===== config.mk =====
export PLATFORM = sky130hd
export DESIGN_NAME = bank_serializer
export DESIGN_NICKNAME = d
export VERILOG_FILES = /design/src/rtl/bsr_pkg.sv /design/src/rtl/bsr_seq.sv /design/src/rtl/bsr_stage.sv /design/src/rtl/bsr_shift.sv /design/src/rtl/bank_serializer.sv
export SDC_FILE = /design/constraint.sdc
export NUM_CORES = 2
export LEC_CHECK = 0
export ABC_AREA = 0
export BUFFER_PORTS_ARGS = -buffer_cell sky130_fd_sc_hd__buf_2
export CAP_MARGIN = 15
export CORE_MARGIN = 2
export CORE_UTILIZATION = 30
export DETAILED_ROUTE_END_ITERATION = 6
export GPL_TIMING_DRIVEN = 0
export PLACE_DENSITY = 0.48
export SETUP_SLACK_MARGIN = 0.02
export SLEW_MARGIN = 30
export SYNTH_ARGS = -nofsm -noshare
export SYNTH_HDL_FRONTEND = slang
export SYNTH_HIERARCHICAL = 1
export SYNTH_SLANG_ARGS = --single-unit

===== constraint.sdc =====
create_clock -name clk -period 1.84 [get_ports clk]
set_clock_uncertainty 0.1 [all_clocks]
set_input_delay 0.368 -clock clk [delete_from_list [all_inputs] [get_ports clk]]
set_output_delay 0.368 -clock clk [all_outputs]
set_load 0.01 [all_outputs]

===== src/rtl/bsr_pkg.sv =====
package bsr_pkg;

    typedef enum logic [1:0] {
        SEQ_IDLE = 2'd0,
        SEQ_RUN  = 2'd1,
        SEQ_TAIL = 2'd2
    } seq_state_e;

endpackage


===== src/rtl/bsr_seq.sv =====
module bsr_seq
    import bsr_pkg::*;
#(
    parameter int PART_BITS = 5,
    parameter int OFF_BITS  = 5
) (
    input  logic                          clk,
    input  logic                          rst_n,
    input  logic                          start,
    input  logic                          stage_full,
    output logic                          rd_en,
    output logic [PART_BITS+OFF_BITS-1:0] rd_addr,
    output logic [PART_BITS-1:0]          rd_part,
    output logic                          round_end,
    output logic                          drained
);

    localparam int CNT_W = PART_BITS + OFF_BITS;

    typedef struct packed {
        seq_state_e       st;
        logic [CNT_W-1:0] cnt;
        logic             drained;
    } seq_s;

    seq_s seq_d, seq_q;

    always_comb begin
        seq_d         = seq_q;
        seq_d.drained = 1'b0;
        rd_en         = 1'b0;
        case (seq_q.st)
            SEQ_IDLE: begin
                if (start) begin
                    seq_d.st  = SEQ_RUN;
                    seq_d.cnt = '0;
                end
            end
            SEQ_RUN: begin
                if (!stage_full) begin
                    rd_en     = 1'b1;
                    seq_d.cnt = seq_q.cnt + 1'b1;
                    if (seq_q.cnt == {CNT_W{1'b1}}) begin
                        seq_d.st = SEQ_TAIL;
                    end
                end
            end
            SEQ_TAIL: begin
                seq_d.drained = 1'b1;
                seq_d.st      = SEQ_IDLE;
            end
            default: seq_d.st = SEQ_IDLE;
        endcase
    end

    always_ff @(posedge clk) begin
        if (!rst_n) begin
            seq_q.st      <= SEQ_IDLE;
            seq_q.cnt     <= '0;
            seq_q.drained <= 1'b0;
        end else begin
            seq_q <= seq_d;
        end
    end

    // The fast-counting low half of the counter becomes the partition field.
    assign rd_addr   = {seq_q.cnt[PART_BITS-1:0], seq_q.cnt[CNT_W-1:PART_BITS]};
    assign rd_part   = seq_q.cnt[PART_BITS-1:0];
    assign round_end = rd_en && (rd_part == {PART_BITS{1'b1}});
    assign drained   = seq_q.drained;

    // Tracker of the previously issued address, used only by the checks below.
    logic [CNT_W-1:0] prev_addr_q;
    logic             prev_vld_q;

    always_ff @(posedge clk) begin
        if (!rst_n) begin
            prev_addr_q <= '0;
            prev_vld_q  <= 1'b0;
        end else if (rd_en) begin
            prev_addr_q <= rd_addr;
            prev_vld_q  <= 1'b1;
        end else if (seq_q.st == SEQ_IDLE) begin
            prev_vld_q  <= 1'b0;
        end
    end

    a_r2_partition_step: assert property (@(posedge clk) disable iff (!rst_n)
        rd_en && prev_vld_q && (prev_addr_q[CNT_W-1:OFF_BITS] != {PART_BITS{1'b1}})
        |-> (rd_addr[CNT_W-1:OFF_BITS] == prev_addr_q[CNT_W-1:OFF_BITS] + 1'b1)
            && (rd_addr[OFF_BITS-1:0] == prev_addr_q[OFF_BITS-1:0]));

    a_r3_offset_carry: assert property (@(posedge clk) disable iff (!rst_n)
        rd_en && prev_vld_q && (prev_addr_q[CNT_W-1:OFF_BITS] == {PART_BITS{1'b1}})
        |-> (rd_addr[CNT_W-1:OFF_BITS] == '0)
            && (rd_addr[OFF_BITS-1:0] == prev_addr_q[OFF_BITS-1:0] + 1'b1));

    a_r7_drain_after_last: assert property (@(posedge clk) disable iff (!rst_n)
        drained |-> $past(rd_en, 2) && ($past(rd_addr, 2) == {CNT_W{1'b1}}));

    a_r7_single_pulse: assert property (@(posedge clk) disable iff (!rst_n)
        drained |=> !drained);

endmodule


===== src/rtl/bsr_stage.sv =====
module bsr_stage #(
    parameter int PART_BITS = 5,
    parameter int WORD_W    = 16
) (
    input  logic                                   clk,
    input  logic                                   rst_n,
    input  logic                                   rd_en,
    input  logic [PART_BITS-1:0]                   rd_part,
    input  logic                                   round_end,
    input  logic [WORD_W-1:0]                      rd_data,
    input  logic                                   load,
    output logic                                   full,
    output logic                                   ready,
    output logic [(1<<PART_BITS)-1:0][WORD_W-1:0]  words
);

    localparam int NCH = 1 << PART_BITS;

    typedef struct packed {
        logic                          pend;
        logic [PART_BITS-1:0]          part;
        logic                          full;
        logic [NCH-1:0][WORD_W-1:0]    words;
    } stage_s;

    stage_s stg_d, stg_q;

    always_comb begin
        stg_d      = stg_q;
        stg_d.pend = rd_en;
        stg_d.part = rd_part;
        if (stg_q.pend) begin
            stg_d.words[stg_q.part] = rd_data;
        end
        if (round_end) begin
            stg_d.full = 1'b1;
        end else if (load) begin
            stg_d.full = 1'b0;
        end
    end

    always_ff @(posedge clk) begin
        if (!rst_n) begin
            stg_q <= '0;
        end else begin
            stg_q <= stg_d;
        end
    end

    assign full  = stg_q.full;
    assign ready = stg_q.full && !stg_q.pend;
    assign words = stg_q.words;

    a_r5_full_on_capture: assert property (@(posedge clk) disable iff (!rst_n)
        $rose(stg_q.full) |-> stg_q.pend && (stg_q.part == {PART_BITS{1'b1}}));

endmodule


===== src/rtl/bsr_shift.sv =====
module bsr_shift #(
    parameter int NCH      = 32,
    parameter int WORD_W   = 16,
    parameter int BITCNT_W = 4
) (
    input  logic                          clk,
    input  logic                          rst_n,
    input  logic                          tick,
    input  logic                          ready,
    input  logic [NCH-1:0][WORD_W-1:0]    words,
    output logic                          load,
    output logic [NCH-1:0]                sdout
);

    typedef struct packed {
        logic [BITCNT_W-1:0]          bcnt;
        logic [NCH-1:0][WORD_W-1:0]   sr;
    } shift_s;

    shift_s sh_d, sh_q;

    always_comb begin
        sh_d = sh_q;
        load = tick && (sh_q.bcnt == {BITCNT_W{1'b1}}) && ready;
        if (tick) begin
            sh_d.bcnt = sh_q.bcnt + 1'b1;
            if (load) begin
                sh_d.sr = words;
            end else begin
                for (int c = 0; c < NCH; c++) begin
                    sh_d.sr[c] = {sh_q.sr[c][WORD_W-2:0], 1'b0};
                end
            end
        end
    end

    always_ff @(posedge clk) begin
        if (!rst_n) begin
            sh_q <= '0;
        end else begin
            sh_q <= sh_d;
        end
    end

    for (genvar g = 0; g < NCH; g++) begin : g_lane
        assign sdout[g] = sh_q.sr[g][WORD_W-1];
    end

endmodule


===== src/rtl/bank_serializer.sv =====
module bank_serializer #(
    parameter int PART_BITS = 5,
    parameter int OFF_BITS  = 5,
    parameter int WORD_W    = 16
) (
    input  logic                          clk,
    input  logic                          rst_n,
    input  logic                          start,
    input  logic                          vid_tick,
    input  logic [WORD_W-1:0]             rd_data,
    output logic                          rd_en,
    output logic [PART_BITS+OFF_BITS-1:0] rd_addr,
    output logic [(1<<PART_BITS)-1:0]     sdout,
    output logic                          bank_drained
);

    localparam int NCH      = 1 << PART_BITS;
    localparam int BITCNT_W = $clog2(WORD_W);

    logic                          stage_full;
    logic                          stage_ready;
    logic                          load;
    logic                          round_end;
    logic [PART_BITS-1:0]          rd_part;
    logic [NCH-1:0][WORD_W-1:0]    words;

    bsr_seq #(
        .PART_BITS (PART_BITS),
        .OFF_BITS  (OFF_BITS)
    ) u_seq (
        .clk        (clk),
        .rst_n      (rst_n),
        .start      (start),
        .stage_full (stage_full),
        .rd_en      (rd_en),
        .rd_addr    (rd_addr),
        .rd_part    (rd_part),
        .round_end  (round_end),
        .drained    (bank_drained)
    );

    bsr_stage #(
        .PART_BITS (PART_BITS),
        .WORD_W    (WORD_W)
    ) u_stage (
        .clk       (clk),
        .rst_n     (rst_n),
        .rd_en     (rd_en),
        .rd_part   (rd_part),
        .round_end (round_end),
        .rd_data   (rd_data),
        .load      (load),
        .full      (stage_full),
        .ready     (stage_ready),
        .words     (words)
    );

    bsr_shift #(
        .NCH      (NCH),
        .WORD_W   (WORD_W),
        .BITCNT_W (BITCNT_W)
    ) u_shift (
        .clk   (clk),
        .rst_n (rst_n),
        .tick  (vid_tick),
        .ready (stage_ready),
        .words (words),
        .load  (load),
        .sdout (sdout)
    );

endmodule


==> metrics.cfg <==
[final_layout]
fin_util_pct = 38.8
fin_nets = 5651
multi_input_area_mm2 = 0.0239
final.fill_count = 15800
ff_latch_area_mm2 = 0.0211
finalNonFillerCells = 7807
final_cell_mix = dfxtp_1 (1020), buf_4 (622), nand2_1 (564)
drive_above_1_share_pct = 30.1
area_delta_synth_final_pct = 28.9
final_common_cell = dfxtp_1

[timing]
finalHoldViolations = 0
worstMarginPinSlew_ps = 1050
hold_slack_ps = 74.3
slew_violations = 0
min_period_ps = 2020
period_share_pct = 110
clock.fmax_mhz = 496
setup_ws_ps = -176
slew_headroom_pct = 29.9
setup_violations = 646
tns_ps = -34040
rsz0062_at_grt = yes

[cts]
cts_tree = done
clk_latency_ps = 750
clock-root-buffer = clkbuf_16
clkTransAtPathRegs_ps = 60
htree_levels = 3
clockBufferDepth = 3
cts_made_buffers = 119
clock-sinks = 1048

[global_routing]
gr-total-overflow = 0
grt_max_degree = 16
grtUsageTotal_pct = 19.8
antenna_found_initial = 7
grt_pass1_wl_mm = 247
grt_pass1_vias = 38700

[status]
outcome = finished, violations left
violations = negative setup slack

[min_path]
hold_class = in -> reg

[die]
die_w_um = 402
die_y_um = 402
start_util_pct = 30.1
fp-row-count = 146
dieArea_mm2 = 0.162
core_mm2 = 0.158
boundaryPins = 64

[route]
vias = 40800
drc = 0
vias_per_cell = 5.23
routed_wl_mm = 170
ant_nets = 0
drt-initial-drc-count = 2896
first_pass_iters = 7
post_drt_wl_per_cell_um = 21.8

[power_and_ir_drop]
p_leak_nw = 23.7
power.density_mw_per_mm2 = 851
irDropWorstVdd_uv = 831
p_total_mw = 52.2

[worst_setup_path]
critPathArrivalTime_ps = 2540
endpoint = u_shift/sh_q[71]
crit_required_ps = 2370
worstSetupPathType = reg -> reg
cp_max_fo = 7
worstSetupEndpointType = flip-flop
startpoint = u_stage/full
cp-start-kind = flip-flop
r2r_slack_ps = -180
rr_startpoint = u_stage/full
r2r-end = u_shift/sh_q[71]
r2r_cells = 9

[yosys]
synth.area.top_cells = dfxtp_1 (44%), mux2i_1 (11%), buf_4 (9.2%)
synth_top_area_share_pct = 44.1
syn_area_per_cell_um2 = 8.84
synth_top_flop_cell = dfxtp_1
synth_seq_cells = 1048
syn_area_mm2 = 0.0476
synth_edf_count = 0
synth_cell_types = 47
ys_warn_count = 6
synthesis.nets = 5407
async_flop_share_pct = 0
netlist_instances = 5384
yosys.area.top_type = dfxtp_1
seq_area_frac_synth_pct = 44.1

[place]
dp_hpwl_mm = 107
gp_congestion = 0.808
portBuffers = 62
dp.cells = 7527

[job]
maxCapViolations = 0

worst max-delay path, cell delays in order (launching register included):
cell and delay, ps:
dfxtp_4 370, nor2b_4 150, buf_8 150, clkinvlp_4 120, buf_6 150, buf_12 150, clkbuf_16 190, clkbuf_16 170
o31ai_4 190, a21oi_1 120
state kept, by name (all words and copies together), names as in the netlist:
register and flops:
u_seq/seq_q 2, u_seq/drained 1, u_stage/stg_q 6, u_shift/sdout 32, u_stage/words 512, u_shift/sh_q 484
u_stage/full 1, u_seq/rd_addr 10
worst min-delay path by stage:
stage	start	to	depth (start not counted)
after floorplan	u_stage/words[208]	u_stage/words[208]	2
after global placement	u_stage/words[427]	u_stage/words[427]	2
after detailed placement	u_stage/words[508]	u_stage/words[508]	2
after CTS	rst_n	u_seq/rd_addr[8]	3
after global routing	rst_n	u_seq/rd_addr[0]	3
final	rst_n	u_seq/rd_addr[8]	3
logic make-up after synthesis:
logic type               share of synthesized area [%]
AO/OA/AOI/OAI                                     24.8
XOR/XNOR                                         0.147
adder cells (fa/ha/maj)                         0.0789
multiplexers                                      10.8
flip-flops                                        44.1
AND/OR/NAND/NOR                                   6.08
buffers and inverters                             14.1
power breakdown:
part	total, mW	switching (mW)	internal [mW]
clock network	24.5	10.1	14.3
registers	24.0	0.595	23.4
logic	3.78	2.42	1.36
synthesized netlist by cell type (all sizes together) (4+ instances only):
| cell | number |
|---|---|
| nand4b | 4 |
| inv | 6 |
| buf | 731 |
| and2 | 10 |
| nand2b | 4 |
| dfxtp | 1048 |
| o31ai | 480 |
| mux2i | 513 |
| nor2 | 22 |
| o21ai | 486 |
| nand2 | 579 |
| clkbuf | 422 |
| a31oi | 480 |
| xnor2 | 7 |
| a21oi | 483 |
| nand4 | 4 |
| a21boi | 32 |
| nand3 | 41 |
| nor2b | 6 |
timing repair:
| item | 4_1_cts | 5_1_grt |
|---|---|---|
| resized for setup | 425 | 1081 |
| hold buffers | 4 | 0 |
| pin swaps | 18 | 268 |
| gates cloned | 2 | 26 |
| buffers inserted | 18 | 7 |
| setup endpoints to repair | 1068 | 955 |
| endpoints found under the hold margin | 6 | 0 |
layer usage:
metal  GRT usage [%]  wire (um)  vias up
li1                -          -    19400
met1            27.7      79400    20200
met2            31.4      77500      998
met3            3.01       8070      263
met4            5.58       5070        0
met5               0          0        -
through the flow:
step	area [um2]	setup WS, ps
after floorplan	47600	103
after global placement	50500	-1490
after detailed placement	50800	-1370
after CTS	56600	-273
after global routing	61300	-216
final	61300	-176
cell type report:
type / count / share of cell area, %
antenna: 5 / 0.0204
buffer: 1149 / 13.5
clock buffer: 188 / 5.87
clock inverter: 35 / 0.661
inverter: 6 / 0.0428
multi-input combinational: 3177 / 39.0
sequential: 1048 / 34.3
tap: 2072 / 4.23
timing repair buffer: 127 / 2.42
Note: power is estimated with default switching activity, not from simulation.
